===== config.mk =====
export PLATFORM = sky130hd
export DESIGN_NAME = spi_blockread_slave
export DESIGN_NICKNAME = d
export VERILOG_FILES = /design/src/rtl/spi_blk_pkg.sv /design/src/rtl/spi_blk_sync.sv /design/src/rtl/spi_blk_shifter.sv /design/src/rtl/spi_blk_seq.sv /design/src/rtl/spi_blockread_slave.sv
export SDC_FILE = /design/constraint.sdc
export NUM_CORES = 1
export LEC_CHECK = 0
export ABC_AREA = 1
export ABC_CLOCK_PERIOD_IN_PS = 3160
export BUFFER_PORTS_ARGS = -buffer_cell sky130_fd_sc_hd__buf_2
export CORE_MARGIN = 10
export CORE_UTILIZATION = 55
export DETAILED_ROUTE_END_ITERATION = 8
export MAX_ROUTING_LAYER = met4
export PLACE_DENSITY = 0.78
export SLEW_MARGIN = 30
export SYNTH_ARGS = -nofsm -noshare
export SYNTH_HDL_FRONTEND = slang
export SYNTH_SLANG_ARGS = --single-unit

===== constraint.sdc =====
create_clock -name clk -period 3.16 [get_ports clk]
set_input_delay 0.158 -clock clk [delete_from_list [all_inputs] [get_ports clk]]
set_output_delay 0.158 -clock clk [all_outputs]
set_load 0.005 [all_outputs]

===== src/rtl/spi_blk_pkg.sv =====
package spi_blk_pkg;
   localparam int HDR_BYTES = 3;
   localparam int LEN_BYTES = 2;
   localparam int FIRST_DATA = HDR_BYTES + LEN_BYTES;
   localparam logic [7:0] FILL_BYTE = 8'hFF;

   typedef enum logic [1:0] {
      PH_CMD  = 2'd0,
      PH_LEN  = 2'd1,
      PH_DATA = 2'd2,
      PH_TAIL = 2'd3
   } phase_e;
endpackage


===== src/rtl/spi_blk_sync.sv =====
module spi_blk_sync #(
   parameter int W = 1,
   parameter int STAGES = 2,
   parameter logic [W-1:0] RST_VAL = '0
) (
   input  logic         clk,
   input  logic         rst_n,
   input  logic [W-1:0] d,
   output logic [W-1:0] q
);
   logic [W-1:0] stg [STAGES];

   generate
      for (genvar s = 0; s < STAGES; s++) begin : g_stage
         if (s == 0) begin : g_first
            always_ff @(posedge clk or negedge rst_n)
               if (!rst_n) stg[0] <= RST_VAL;
               else        stg[0] <= d;
         end else begin : g_next
            always_ff @(posedge clk or negedge rst_n)
               if (!rst_n) stg[s] <= RST_VAL;
               else        stg[s] <= stg[s-1];
         end
      end
   endgenerate

   assign q = stg[STAGES-1];
endmodule


===== src/rtl/spi_blk_shifter.sv =====
module spi_blk_shifter (
   input  logic       clk,
   input  logic       rst_n,
   input  logic       sclk_s,
   input  logic       mosi_s,
   input  logic       ss_s,
   input  logic [7:0] tx_hold,
   output logic       miso,
   output logic       byte_done,
   output logic [7:0] rx_byte,
   output logic       tx_load,
   output logic       mid_byte,
   output logic       ss_rise,
   output logic       ss_fall
);
   logic       sclk_q, ss_q;
   logic [2:0] bit_cnt;
   logic [6:0] rx_sh;
   logic [7:0] tx_sh;
   logic       active, rise, fall;

   assign active   = ~ss_s;
   assign rise     = active &  sclk_s & ~sclk_q;
   assign fall     = active & ~sclk_s &  sclk_q;
   assign ss_fall  = ~ss_s &  ss_q;
   assign ss_rise  =  ss_s & ~ss_q;
   assign tx_load  = ss_fall | (fall & (bit_cnt == 3'd0));
   assign mid_byte = (bit_cnt != 3'd0);
   assign miso     = active ? tx_sh[7] : 1'b1;

   always_ff @(posedge clk or negedge rst_n) begin
      if (!rst_n) begin
         sclk_q    <= 1'b0;
         ss_q      <= 1'b1;
         bit_cnt   <= '0;
         rx_sh     <= '0;
         rx_byte   <= '0;
         byte_done <= 1'b0;
         tx_sh     <= 8'hFF;
      end else begin
         sclk_q    <= sclk_s;
         ss_q      <= ss_s;
         byte_done <= 1'b0;
         if (!active) begin
            bit_cnt <= '0;
            rx_sh   <= '0;
         end else if (rise) begin
            rx_sh   <= {rx_sh[5:0], mosi_s};
            bit_cnt <= bit_cnt + 3'd1;
            if (bit_cnt == 3'd7) begin
               byte_done <= 1'b1;
               rx_byte   <= {rx_sh, mosi_s};
            end
         end
         if (tx_load)     tx_sh <= tx_hold;
         else if (fall)   tx_sh <= {tx_sh[6:0], 1'b1};
         else if (!active) tx_sh <= 8'hFF;
      end
   end


   done_pulse_chk: assert property (@(posedge clk) disable iff (!rst_n)
      byte_done |=> !byte_done);

   load_apart_chk: assert property (@(posedge clk) disable iff (!rst_n)
      !(tx_load && byte_done));
endmodule


===== src/rtl/spi_blk_seq.sv =====
module spi_blk_seq
   import spi_blk_pkg::*;
#(
   parameter int MAX_LEN = 1000,
   parameter int LEN_W   = 10,
   parameter int ADDR_W  = 10,
   parameter int CNT_W   = 10
) (
   input  logic              clk,
   input  logic              rst_n,
   input  logic              byte_done,
   input  logic [7:0]        rx_byte,
   input  logic              ss_s,
   input  logic              ss_rise,
   input  logic              ss_fall,
   input  logic              mid_byte,
   input  logic [15:0]       len_req,
   input  logic [7:0]        rd_data,
   output logic [7:0]        tx_hold,
   output logic [ADDR_W-1:0] rd_addr,
   output logic [23:0]       cmd,
   output logic              cmd_valid,
   output logic              block_done,
   output logic              abort
);
   logic [CNT_W-1:0] cnt;
   logic [LEN_W-1:0] len_q;
   logic [15:0]      cmd_sh;
   logic [CNT_W-1:0] last_idx;
   logic [15:0]      len16;
   phase_e           phase;
   logic [7:0]       hold_nxt;

   assign last_idx = CNT_W'(len_q) + CNT_W'(FIRST_DATA - 1);
   assign len16    = 16'(len_q);

   always_comb begin
      if (cnt < CNT_W'(HDR_BYTES))       phase = PH_CMD;
      else if (cnt < CNT_W'(FIRST_DATA)) phase = PH_LEN;
      else if (cnt <= last_idx)          phase = PH_DATA;
      else                               phase = PH_TAIL;
   end

   always_comb begin
      rd_addr  = '0;
      hold_nxt = FILL_BYTE;
      case (phase)
         PH_LEN:  hold_nxt = (cnt == CNT_W'(HDR_BYTES)) ? len16[15:8] : len16[7:0];
         PH_DATA: begin
            rd_addr  = ADDR_W'(cnt - CNT_W'(FIRST_DATA));
            hold_nxt = rd_data;
         end
         default: hold_nxt = FILL_BYTE;
      endcase
   end

   always_ff @(posedge clk or negedge rst_n) begin
      if (!rst_n) begin
         cnt        <= '0;
         len_q      <= '0;
         cmd_sh     <= '0;
         cmd        <= '0;
         cmd_valid  <= 1'b0;
         block_done <= 1'b0;
         abort      <= 1'b0;
         tx_hold    <= FILL_BYTE;
      end else begin
         cmd_valid  <= 1'b0;
         block_done <= 1'b0;
         tx_hold    <= hold_nxt;
         if (ss_fall)                abort <= 1'b0;
         else if (ss_rise && mid_byte) abort <= 1'b1;
         if (ss_s) begin
            cnt    <= '0;
            len_q  <= '0;
            cmd_sh <= '0;
         end else if (byte_done) begin
            if (cnt != '1) cnt <= cnt + CNT_W'(1);
            if (phase == PH_CMD) begin
               cmd_sh <= {cmd_sh[7:0], rx_byte};
               if (cnt == CNT_W'(HDR_BYTES - 1)) begin
                  cmd       <= {cmd_sh, rx_byte};
                  cmd_valid <= 1'b1;
                  len_q     <= (len_req > 16'(MAX_LEN)) ? LEN_W'(MAX_LEN) : len_req[LEN_W-1:0];
               end
            end
            if (cnt == last_idx) block_done <= 1'b1;
         end
      end
   end


   len_clamp_chk: assert property (@(posedge clk) disable iff (!rst_n)
      len_q <= LEN_W'(MAX_LEN));

   release_clear_chk: assert property (@(posedge clk) disable iff (!rst_n)
      ss_rise |=> (cnt == '0));

   abort_cause_chk: assert property (@(posedge clk) disable iff (!rst_n)
      $rose(abort) |-> $past(ss_rise));

   block_done_pulse_chk: assert property (@(posedge clk) disable iff (!rst_n)
      block_done |=> !block_done);

   cmd_valid_src_chk: assert property (@(posedge clk) disable iff (!rst_n)
      cmd_valid |-> $past(byte_done));
endmodule


===== src/rtl/spi_blockread_slave.sv =====
module spi_blockread_slave #(
   parameter int MAX_LEN     = 1000,
   parameter int SYNC_STAGES = 2,
   localparam int LEN_W  = $clog2(MAX_LEN + 1),
   localparam int ADDR_W = (MAX_LEN > 1) ? $clog2(MAX_LEN) : 1,
   localparam int CNT_W  = $clog2(MAX_LEN + spi_blk_pkg::FIRST_DATA + 1)
) (
   input  logic              clk,
   input  logic              rst_n,
   input  logic              sclk_i,
   input  logic              mosi_i,
   input  logic              ss_n_i,
   output logic              miso_o,
   input  logic [15:0]       len_req_i,
   output logic [ADDR_W-1:0] rd_addr_o,
   input  logic [7:0]        rd_data_i,
   output logic [23:0]       cmd_o,
   output logic              cmd_valid_o,
   output logic              byte_done_o,
   output logic              tx_empty_o,
   output logic              block_done_o,
   output logic              abort_o
);
   generate
      if (MAX_LEN < 1 || MAX_LEN > 65535) begin : g_bad_len
         $error("MAX_LEN must be within 1..65535 to fit two length bytes");
      end
      if (SYNC_STAGES < 2) begin : g_bad_sync
         $error("SYNC_STAGES must be at least 2");
      end
   endgenerate

   logic       sclk_s, mosi_s, ss_s;
   logic [7:0] tx_hold, rx_byte;
   logic       mid_byte, ss_rise, ss_fall;

   spi_blk_sync #(.W(3), .STAGES(SYNC_STAGES), .RST_VAL(3'b100)) u_sync (
      .clk   (clk),
      .rst_n (rst_n),
      .d     ({ss_n_i, sclk_i, mosi_i}),
      .q     ({ss_s, sclk_s, mosi_s})
   );

   spi_blk_shifter u_shift (
      .clk       (clk),
      .rst_n     (rst_n),
      .sclk_s    (sclk_s),
      .mosi_s    (mosi_s),
      .ss_s      (ss_s),
      .tx_hold   (tx_hold),
      .miso      (miso_o),
      .byte_done (byte_done_o),
      .rx_byte   (rx_byte),
      .tx_load   (tx_empty_o),
      .mid_byte  (mid_byte),
      .ss_rise   (ss_rise),
      .ss_fall   (ss_fall)
   );

   spi_blk_seq #(.MAX_LEN(MAX_LEN), .LEN_W(LEN_W), .ADDR_W(ADDR_W), .CNT_W(CNT_W)) u_seq (
      .clk        (clk),
      .rst_n      (rst_n),
      .byte_done  (byte_done_o),
      .rx_byte    (rx_byte),
      .ss_s       (ss_s),
      .ss_rise    (ss_rise),
      .ss_fall    (ss_fall),
      .mid_byte   (mid_byte),
      .len_req    (len_req_i),
      .rd_data    (rd_data_i),
      .tx_hold    (tx_hold),
      .rd_addr    (rd_addr_o),
      .cmd        (cmd_o),
      .cmd_valid  (cmd_valid_o),
      .block_done (block_done_o),
      .abort      (abort_o)
   );


   done_has_byte_chk: assert property (@(posedge clk) disable iff (!rst_n)
      block_done_o |-> $past(byte_done_o));
endmodule


==> out/summary.txt <==
status - finished clean
P&R area growth vs syn - 19.1%
1st-pass router iterations - 5
Routed WL - 13,400 um
vias in the first global route - 4,418
CP startpoint - u_seq.len_q[2]$_DFFE_PN0P_
final worst clock skew - 12.5 ps
CP arrival - 2950 ps
Die X - 118 um
Tightest Pin Transition - 746 ps
CTS Sinks - 106
Antenna Nets Post-Route - 0
finished layout cell area - 0.00630 sq mm
Worst Path Max Fanout - 7
Die Y - 118 um
Final Wtd Congestion - 0.925
DR DRC count - 0
startpoint types - flip-flop
Post-synth EDFFs - 0
max-slew violations - 0
antenna cells - 0
Ys Warns - 0
Compound-Gate Fraction of Synth Area - 11.5%
post-synth top area cell - dfrtp_1
Synth area leaders - dfrtp_1 41%, nand2_1 11%, dfstp_2 9.4%
maximum vdd drop - 0.417 mV
fin crit period - 3110 ps
fin crit share - 98.3%
vias - 4,593
iteration-0 DRC count of the detailed router - 439
Num CTS Buffers - 9
Vias/cell - 5.44
xor/xnor cell area share of the yosys netlist - 1.32%
total core area - 0.00928 sq mm
post-place setup slack - -56.3 ps
clk buf depth - 2
Worst EP required - 3000 ps
adder and majority gate portion of the synthesized area - 4.73%
fmax - 0.322 GHz
WL/cell - 15.8 um
setup TNS - 0 ps
Async SR Flop Fraction - 100%
Seq/Total Area, Yosys - 50.6%
Reg2Reg Depth - 21
Hold Crit Class - input pin to flip-flop
CP Capture Point - rd_addr_o[9]
placed insts - 804
Slowest cell on crit path - dfrtp_1
R2R Path End - u_seq.cmd[7]$_DFFE_PN0P_
worst hold path depth - 3
share of cells above drive strength 1 - 25.7%
ys flop type - dfrtp_1
worst reg2reg startpoint - u_seq.len_q[2]$_DFFE_PN0P_
final setup fails - 0
#FFs+latches synth - 106
simple-gate share of the synthesized area - 23.8%
Starting Density - 57.0%
IO Port Bufs - 68
H-tree levels - 3
Leakage - 3.14 nW
Post-DP HPWL - 9270 um
Synth cell types - 41
final hold vios - 0
clk root buf - clkbuf_8
Syn Nets - 668
Worst Setup End Kind - output pin
Cell Rows - 35
Fill cells - 775
first-pass GRT wire length - 21,400 um
Die ar. - 0.0139 sq mm
Worst-path clk slew - 110 ps
relative slew slack - 50.3%
Avg Cell Area, Syn - 8.55 sq um
R2R setup slack - 70 ps
largest net degree at the start of global routing - 82
final worst setup slack - 53.2 ps
Non-Filler Instances - 845
share of the synthesized area in the top cell type - 41.2%
clk_lat worst skew - 390 ps
number of I/O pins - 69
RSZ-0062 raised after global routing - yes
Netlist Area Pre-Place - 0.00529 sq mm
CTS tree - yes
Pwr Total - 0.00238 W
Mapped Cells - 619
Nets - 760
initial antenna violation count - 0
CP Cell Sequence - nand3_2, nor2_2, nand4_1, xor2_1, inv_1, ha_4, nand2_2, nor2_4, nand4_1, nand2_1, nand2_1, nand2_2, ha_4, clkinvlp_4, a21oi_1, buf_2
largest family of logic cells by synthesized area - simple AND/OR/NAND/NOR gates
GR Overflow Total - 0
Placed Area - 0.00573 sq mm
Total GRT Usage - 18.8%
Max Cap Viol - 0
slowest cell delay on critical path - 430 ps
mux share of post-synthesis cell area - 0%
PwrDens - 378 mW/mm^2
Setup Crit Path Kind - flip-flop to output pin
==> where the power goes <==
| group | internal (W) | switching [W] | total [W] |
|---|---|---|---|
| combinational | 0.0000394 | 0.0000814 | 0.000121 |
| clock | 0.000332 | 0.000538 | 0.000871 |
| sequential | 0.00138 | 0.00000985 | 0.00139 |
==> timing repair <==
action | 4_1_cts | 5_1_grt
pin swaps | 0 | 16
gates cloned | 0 | 4
hold buffers | 10 | 0
endpoints found under the hold margin | 69 | 0
endpoints found under the setup margin | 25 | 53
buffers inserted | 3 | 8
gates resized for setup | 2 | 28
==> registers in the layout, summed over array words and instances (netlist names) <==
| name | count |
|---|---|
| u_seq.cmd | 24 |
| u_seq.cmd_sh | 16 |
| u_seq.cnt | 10 |
| u_seq.len_q | 10 |
| u_seq.tx_hold | 8 |
| u_shift.rx_byte | 8 |
| u_shift.tx_sh | 8 |
| u_shift.rx_sh | 7 |
| u_shift.bit_cnt | 3 |
| u_sync.q | 3 |
| u_sync.stg | 3 |
| u_seq.abort | 1 |
| u_seq.block_done | 1 |
| u_seq.cmd_valid | 1 |
| u_shift.byte_done | 1 |
| u_shift.sclk_q | 1 |
| u_shift.ss_q | 1 |
==> cells in the final DEF, fill, tap and decap left out, types with 3 or more instances in the layout <==
cell type / count
nand2_1: 154
dfrtp_1: 87
buf_2: 67
inv_1: 63
o21ai_0: 55
nand3_1: 51
nor2_1: 24
dfstp_2: 19
a21oi_1: 18
buf_4: 18
ha_1: 17
nand4_1: 12
o21ai_1: 10
clkbuf_8: 10
dlygate4sd3_1: 10
o22ai_1: 9
nand2_2: 8
inv_2: 8
or2_2: 8
xor2_1: 6
o21ai_2: 6
nor3_1: 5
a21oi_2: 4
nand3_2: 4
nor2_2: 4
nor2_4: 3
buf_6: 3
==> metrics by stage <==
stage	hold WS [ps]	util [%]
after floorplan	-138	-
after global placement	264	61.7
after detailed placement	253	61.7
after CTS	4.91	65.3
after global routing	1.99	67.8
final	13.8	67.8
==> routing by layer <==
metal | GRT usage (%) | vias up | share of wire (%)
met5 | - | - | 0
met4 | 3.79 | 0 | 1.5
met3 | 4.36 | 25 | 5.7
met2 | 31.2 | 163 | 50
met1 | 23.0 | 2203 | 43
li1 | - | 2202 | -
==> synth_stat cells, types with 2 or more instances <==
library cell	n
o22ai_1	9
or2_2	8
nand3_1	53
nand2_2	7
nor2_4	2
buf_4	5
buf_6	4
nor3_1	5
clkbuf_1	2
a21oi_1	22
dfrtp_1	87
o211ai_1	2
nor2_1	28
xor2_1	6
nand2_1	156
buf_1	2
xnor2_1	2
o21ai_1	6
nand3b_1	2
o21ai_2	6
o21ai_0	59
inv_1	66
nand4_1	12
buf_2	8
dfstp_2	19
ha_1	20
inv_2	7
==> layout make-up <==
type,count,area (sq um),area share [%]
Sequential cell,106,2680,42.5
Clock buffer,10,138,2.19
Clock inverter,6,63.8,1.01
Timing Repair Buffer,102,694,11.0
Inverter,75,289,4.59
Multi-Input combinational cell,417,2280,36.1
Tap cell,129,161,2.56
==> critical path, delay by kind of cell, from the launching register on <==
| family | cells | cell delay, ps |
|---|---|---|
| xor+xnor | 1 | 180 |
| compound gates | 1 | 160 |
| simple gates | 9 | 940 |
| fa+ha+maj | 2 | 440 |
| flops | 1 | 430 |
| buf+inv | 3 | 400 |
==> worst min path at each step <==
stage / from / end / slack (ps)
5_1_grt: rd_data_i[3] / u_seq.tx_hold[3]$_DFF_PN1_ / 2
6_report: len_req_i[6] / u_seq.len_q[6]$_DFFE_PN0P_ / 10
3_5_place_dp: rst_n / u_seq.cnt[5]$_DFFE_PN0P_ / 250
2_1_floorplan: rst_n / u_seq.abort$_DFFE_PN0P_ / -140
3_3_place_gp: ss_n_i / u_sync.stg[5]$_DFF_PN1_ / 260
4_1_cts: rd_data_i[3] / u_seq.tx_hold[3]$_DFF_PN1_ / 5
==> kinds of logic after synthesis <==
group / after synthesis
buffers and inverters: 97
adders and majority gates: 20
AOI/OAI and AO/OA: 109
DFF: 106
and+or+nand+nor: 279
xor gates and xnor gates: 8
Note: power is estimated with default switching activity, not from simulation.
